### src/rtl/flash_id_pkg.sv
package flash_id_pkg;

  typedef enum logic [1:0] {
    MODE_ARRAY = 2'd0,
    MODE_IDENT = 2'd1,
    MODE_QUERY = 2'd2
  } flashMode_e;

  // read strobes from control to datapath, at most one set per cycle
  typedef struct packed {
    logic loadArray;
    logic loadIdent;
    logic loadZero;
  } rdCtl_t;

  localparam logic [7:0] CMD_IDENT = 8'h90;
  localparam logic [7:0] CMD_QUERY = 8'h98;

  // log2 of a byte width restricted to 1, 2 or 4 (0 maps to 0)
  function automatic int widthLog2(input int w);
    if (w >= 4) return 2;
    else if (w >= 2) return 1;
    else return 0;
  endfunction

endpackage

### src/rtl/flash_id_ctrl.sv
module flash_id_ctrl
  import flash_id_pkg::*;
(
  input  logic       clk,
  input  logic       rst,
  input  logic       cmdWrite,
  input  logic [7:0] cmdData,
  input  logic       rdStrobe,
  output rdCtl_t     rdCtl,
  output flashMode_e mode,
  output logic       rdValid
);

  flashMode_e modeNext;

  always_comb begin
    modeNext = mode;
    if (cmdWrite) begin
      unique case (cmdData)
        CMD_IDENT: modeNext = MODE_IDENT;
        CMD_QUERY: modeNext = MODE_QUERY;
        default:   modeNext = MODE_ARRAY;
      endcase
    end
  end

  always_ff @(posedge clk) begin
    if (rst) begin
      mode    <= MODE_ARRAY;
      rdValid <= 1'b0;
    end else begin
      mode    <= modeNext;
      rdValid <= rdStrobe;
    end
  end

  // a read issued alongside a command write uses the mode already in force
  always_comb begin
    rdCtl = '0;
    if (rdStrobe) begin
      unique case (mode)
        MODE_IDENT: rdCtl.loadIdent = 1'b1;
        MODE_QUERY: rdCtl.loadZero  = 1'b1;
        default:    rdCtl.loadArray = 1'b1;
      endcase
    end
  end

endmodule

### src/rtl/flash_id_lookup.sv
module flash_id_lookup
  import flash_id_pkg::*;
#(
  parameter int ADDR_W    = 24,
  parameter int BANK_W    = 4,
  parameter int DEV_W     = 2,
  parameter int DEV_MAX_W = 2,
  parameter logic [15:0] MFR_CODE = 16'h0089,
  parameter logic [15:0] DEV_CODE = 16'h0018
) (
  input  logic [ADDR_W-1:0]   addr,
  output logic [BANK_W*8-1:0] word
);

  localparam int SHIFT    = widthLog2(BANK_W) + widthLog2(DEV_MAX_W) - widthLog2(DEV_W);
  localparam int DEV_BITS = DEV_W * 8;
  localparam int LANES    = BANK_W / DEV_W;

  logic [7:0]  idxLow;
  logic [31:0] code;

  assign idxLow = 8'(addr >> SHIFT);

  always_comb begin
    unique case (idxLow)
      8'd0:    code = {16'h0000, MFR_CODE};
      8'd1:    code = {16'h0000, DEV_CODE};
      default: code = '0;
    endcase
  end

  for (genvar l = 0; l < LANES; l++) begin : g_lane
    assign word[l*DEV_BITS +: DEV_BITS] = code[DEV_BITS-1:0];
  end

endmodule

### src/rtl/flash_id_datapath.sv
module flash_id_datapath
  import flash_id_pkg::*;
#(
  parameter int ADDR_W     = 24,
  parameter int DATA_BYTES = 4,
  parameter int BANK_W     = 4,
  parameter int DEV_W      = 2,
  parameter int DEV_MAX_W  = 2,
  parameter logic [15:0] MFR_CODE  = 16'h0089,
  parameter logic [15:0] DEV_CODE  = 16'h0018,
  parameter logic [15:0] EXT_CODE2 = 16'h0000,
  parameter logic [15:0] EXT_CODE3 = 16'h0000
) (
  input  logic                    clk,
  input  logic                    rst,
  input  rdCtl_t                  rdCtl,
  input  logic [ADDR_W-1:0]       rdAddr,
  input  logic [1:0]              rdWidth,
  input  logic [DATA_BYTES*8-1:0] arrayData,
  output logic [DATA_BYTES*8-1:0] rdData
);

  localparam int DATA_W    = DATA_BYTES * 8;
  localparam int BANK_BITS = BANK_W * 8;
  localparam int SLICES    = DATA_BYTES / BANK_W;

  logic [DATA_W-1:0] identWord;

  if (DEV_W == 0) begin : g_fallback
    localparam int FB_SHIFT = widthLog2(BANK_W);
    logic [7:0] boff;
    assign boff = rdAddr[7:0] >> FB_SHIFT;
    always_comb begin
      unique case (boff)
        8'd0:    identWord = DATA_W'((32'(MFR_CODE) << 8) | 32'(DEV_CODE));
        8'd1:    identWord = DATA_W'((32'(EXT_CODE2) << 8) | 32'(EXT_CODE3));
        default: identWord = '0;
      endcase
    end
  end else begin : g_scaled
    logic [2:0] accBytes;
    always_comb begin
      unique case (rdWidth)
        2'd0:    accBytes = 3'd1;
        2'd1:    accBytes = 3'd2;
        default: accBytes = 3'd4;
      endcase
    end

    for (genvar g = 0; g < SLICES; g++) begin : g_slice
      localparam int OFF = g * BANK_W;
      logic [BANK_BITS-1:0] sliceWord;
      flash_id_lookup #(
        .ADDR_W(ADDR_W), .BANK_W(BANK_W), .DEV_W(DEV_W),
        .DEV_MAX_W(DEV_MAX_W), .MFR_CODE(MFR_CODE), .DEV_CODE(DEV_CODE)
      ) i_lookup (
        .addr(rdAddr + ADDR_W'(OFF)),
        .word(sliceWord)
      );
      // slice 0 always answers; higher slices only inside the access size
      if (g == 0) begin : g_first
        assign identWord[BANK_BITS-1:0] = sliceWord;
      end else begin : g_more
        assign identWord[g*BANK_BITS +: BANK_BITS] =
          (int'(accBytes) > OFF) ? sliceWord : '0;
      end
    end
  end

  always_ff @(posedge clk) begin
    if (rst)                  rdData <= '0;
    else if (rdCtl.loadArray) rdData <= arrayData;
    else if (rdCtl.loadIdent) rdData <= identWord;
    else if (rdCtl.loadZero)  rdData <= '0;
  end

endmodule

### src/rtl/flash_id_responder.sv
module flash_id_responder
  import flash_id_pkg::*;
#(
  parameter int ADDR_W    = 24,
  parameter int BANK_W    = 4,
  parameter int DEV_W     = 2,
  parameter int DEV_MAX_W = 2,
  parameter logic [15:0] MFR_CODE  = 16'h0089,
  parameter logic [15:0] DEV_CODE  = 16'h0018,
  parameter logic [15:0] EXT_CODE2 = 16'h0000,
  parameter logic [15:0] EXT_CODE3 = 16'h0000
) (
  input  logic              clk,
  input  logic              rst,
  input  logic              cmdWrite,
  input  logic [7:0]        cmdData,
  input  logic              rdStrobe,
  input  logic [ADDR_W-1:0] rdAddr,
  input  logic [1:0]        rdWidth,
  input  logic [31:0]       arrayData,
  output logic [31:0]       rdData,
  output logic              rdValid
);

  localparam int DATA_BYTES = 4;

  rdCtl_t     rdCtl;
  flashMode_e mode;
  logic       isArray, isIdent, isQuery;

  assign isArray = (mode == MODE_ARRAY);
  assign isIdent = (mode == MODE_IDENT);
  assign isQuery = (mode == MODE_QUERY);

  flash_id_ctrl i_ctrl (
    .clk(clk), .rst(rst), .cmdWrite(cmdWrite), .cmdData(cmdData),
    .rdStrobe(rdStrobe), .rdCtl(rdCtl), .mode(mode), .rdValid(rdValid)
  );

  flash_id_datapath #(
    .ADDR_W(ADDR_W), .DATA_BYTES(DATA_BYTES), .BANK_W(BANK_W), .DEV_W(DEV_W),
    .DEV_MAX_W(DEV_MAX_W), .MFR_CODE(MFR_CODE), .DEV_CODE(DEV_CODE),
    .EXT_CODE2(EXT_CODE2), .EXT_CODE3(EXT_CODE3)
  ) i_datapath (
    .clk(clk), .rst(rst), .rdCtl(rdCtl), .rdAddr(rdAddr), .rdWidth(rdWidth),
    .arrayData(arrayData), .rdData(rdData)
  );

endmodule

### config.mk
export PLATFORM = sky130hd
export DESIGN_NAME = flash_id_responder
export DESIGN_NICKNAME = d
export VERILOG_FILES = /design/src/rtl/flash_id_pkg.sv /design/src/rtl/flash_id_ctrl.sv /design/src/rtl/flash_id_lookup.sv /design/src/rtl/flash_id_datapath.sv /design/src/rtl/flash_id_responder.sv
export SDC_FILE = /design/constraint.sdc
export NUM_CORES = 1
export LEC_CHECK = 0
export CAP_MARGIN = 10
export CORE_MARGIN = 10
export CORE_UTILIZATION = 36
export DETAILED_ROUTE_END_ITERATION = 10
export MAX_ROUTING_LAYER = met4
export PLACE_DENSITY_LB_ADDON = 0.15
export SETUP_SLACK_MARGIN = 0.3
export SLEW_MARGIN = 30
export SYNTH_ARGS = -nofsm -noshare
export SYNTH_HDL_FRONTEND = slang
export SYNTH_SLANG_ARGS = --single-unit
### constraint.sdc
create_clock -name clk -period 5 [get_ports clk]
set_clock_uncertainty 0.1 [all_clocks]
set_input_delay 0.5 -clock clk [delete_from_list [all_inputs] [get_ports clk]]
set_output_delay 0.5 -clock clk [all_outputs]
set_load 0.05 [all_outputs]
==> summary.md <==
| Metric | Value |
|---|---|
| Peak fanout along the critical path | `2` |
| Most frequent cells in the layout | `clkdlybuf4s50_1, dfxtp_1, nor2_1, a22oi_1, a211oi_1` |
| Maximum vdd drop | `0.000224 V` |
| CTS tree | `yes` |
| Routed wl met2 | `about 2.2 mm` |
| Max capacitance violation total | `0` |
| Gr usage total | `0.136` |
| Mapped Nets | `212` |
| Io pins | `103` |
| Remaining Overflow, GRT | `0` |
| Clk slew on worst S/H paths | `0.07 ns` |
| Leakage power total | `0.873 nW` |
| Dpl ws | `2.72 ns` |
| Sequential cell area fraction in the yosys report | `0.511` |
| CP Cell Sequence | `clkdlybuf4s50_1` |
| RSZ-0062 raised after global routing | `false` |
| Final Hold Violating Endpoints | `0` |
| P&R area growth vs syn | `70.2%` |
| Crit share post-route | `0.414` |
| CP Capture Type | `output port` |
| Largest net degree at the start of global routing | `36` |
| Core area | `around 3700 um2` |
| Clk buf depth | `2` |
| Worst Path Required | `4.40 ns` |
| Placed wire-length estimate | `3.45 mm` |
| First-pass GRT wire length | `about 6.7 mm` |
| Die area | `6670 um2` |
| Crit path max-delay family | `buffers and inverters` |
| Utilization after layout | `0.637` |
| DRT antenna net count | `0` |
| Slowest cell on crit path | `clkdlybuf4s50_1` |
| Final Worst Setup Slack | `2.93 ns` |
| Syn Area/Cell | `9.79 um2` |
| Commonest non-fill, non-tap cell in the layout | `clkdlybuf4s50_1` |
| # setup viols final | `0` |
| Rel. slew slack | `0.588` |
| CP startpoint kind | `register` |
| Status | `complete, no violations` |
| Cts bufs inserted | `5` |
| CTS Root Cell | `clkbuf_8` |
| Initial Util | `0.374` |
| Arr. time, crit path | `1.47 ns` |
| Pre-Repair DR Iteration Count | `4` |
| Vias in the first global route | `1424` |
| Clk sinks | `35` |
| Port bufs | `between 80 and 90` |
| Final GP Congestion | `0.736` |
| Routed length per instance | `16.5 um` |
| P per Cell Area | `around 310 nW/um2` |
| DRT iter0 DRCs | `70` |
| H-Tree Depth | `2` |
| Worst path bufs/invs | `1` |
| Post-CTS Setup Bufs | `0` |
| # nets final | `294` |
| Post-synthesis cell type count | `23` |
| Via density per instance | `5.00` |
| Setup TNS | `0 ns` |
| Routed vias | `about 1400` |
| Fraction of layout cells with a size suffix above 1 | `0.0762` |
| Fmax | `0.483 GHz` |
| Setup CP Type | `register to output port` |
| Yosys reg bits | `35` |
| Post-Route M1 WL | `about 1.8 mm` |
| Row cnt | `22` |
| Initial antenna violation count | `0` |
| # DRC | `0` |
| Period minus WS final | `roughly 2.1 ns` |
| Syn Inst Count | `140` |
| Worst hold-check path type | `register to register` |
| Mapped Area | `1370 um2` |
| Crit-path max cell delay | `0.85 ns` |
| Least-Margin Pin Slew | `roughly 0.62 ns` |
| Post-cts resize count | `0` |
| Met3 Routed Length | `between 300 and 400 um` |
| Synth Warn # | `0` |
| Die Span X | `81.7 um` |
| Clock latency on the worst-skew pair | `approximately 0.28 ns` |
| Hold Buf Count CTS | `0` |
| Ant diodes | `0` |
| Die Ht | `between 80 and 90 um` |
| Final wirelength | `4.47 mm` |
| Slew Limit Fails | `0` |
| Top routing layer in use | `met4` |
tightest hold or removal path, cell delays in order, from the launching register on:
cell and delay, ns:
dfxtp_1 0.33, a22oi_1 0.06, nor2_1 0.07
through the flow:
stage | std cells | instance area [um2] | hold WS (ns) | total power [mW]
floorplan | 140 | 1370 | 0.376 | 0.398
global placement | 262 | 2210 | 0.378 | 0.471
detailed placement | 263 | 2210 | 0.390 | 0.475
CTS | 271 | 2330 | 0.405 | 0.735
global route | 271 | 2330 | 0.425 | 0.758
finish | 271 | 2330 | 0.398 | 0.727
cell type report:
cell class | instances | area (um2)
Multi-Input combinational cell | 90 | 588
Fill cell | 316 | 1330
Clock inverter | 2 | 35.0
Clock buffer | 6 | 82.6
Inverter | 5 | 18.8
Timing Repair Buffer | 85 | 847
Sequential cell | 35 | 701
Tap cell | 48 | 60.1
report_power, final:
group          internal [mW]  switching, mW  total [mW]  leakage [nW]
combinational         0.0747         0.0919       0.167         0.523
clock                  0.161         0.0978       0.259        0.0612
sequential             0.294        0.00773       0.302         0.289
Yosys cell counts:
library cell | number | share of area
a211oi_1 | 7 | 0.038
a211oi_2 | 1 | 0.0091
a21oi_1 | 3 | 0.011
a22oi_1 | 24 | 0.13
a32oi_1 | 2 | 0.013
a41oi_2 | 2 | 0.024
and2_1 | 1 | 0.0046
and4bb_1 | 1 | 0.0091
buf_2 | 3 | 0.011
buf_6 | 3 | 0.025
clkbuf_1 | 4 | 0.011
dfxtp_1 | 35 | 0.51
ha_1 | 2 | 0.018
inv_1 | 5 | 0.014
nand2_1 | 6 | 0.016
nand3_1 | 1 | 0.0036
nor2_1 | 34 | 0.093
nor2b_1 | 1 | 0.0046
nor4_4 | 1 | 0.016
nor4b_1 | 1 | 0.0064
nor4bb_1 | 1 | 0.0073
o31a_2 | 1 | 0.0073
o31ai_4 | 1 | 0.016
flip-flops by register name, summed over array words and instances, names as in the netlist:
name / cells
i_datapath.rdData: 32
i_ctrl.mode: 2
i_ctrl.rdValid: 1
cell families (layout without fill, tap and decap cells):
logic type | Yosys count | after routing | share of synthesized area
AND/OR/NAND/NOR | 47 | 47 | 0.161
AO/OA/AOI/OAI | 41 | 41 | 0.249
adder cells (fa/ha/maj) | 2 | 2 | 0.0183
buffers and inverters | 15 | 98 | 0.0603
flip-flops | 35 | 35 | 0.511
routing by layer:
layer / GRT usage / vias to the layer above
met1: 0.140 / 626
met2: 0.227 / 56
met5: - / -
met3: 0.0611 / 7
met4: 0.0476 / 0
li1: - / 666
worst paths after layout:
| path | slack (ns) | from | depth (start not counted) | endpoint |
|---|---|---|---|---|
| worst max-delay path | 2.93 | i_datapath.rdData[27] | 1 | rdData[27] |
| worst min-delay path | 0.40 | i_datapath.rdData[1] | 2 | i_datapath.rdData[1] |
| worst max register to register | 3.05 | i_ctrl.mode[0] | 6 | i_datapath.rdData[18] |
| worst min register to register | 0.40 | i_datapath.rdData[1] | 2 | i_datapath.rdData[1] |
Note: power is estimated with default switching activity, not from simulation.
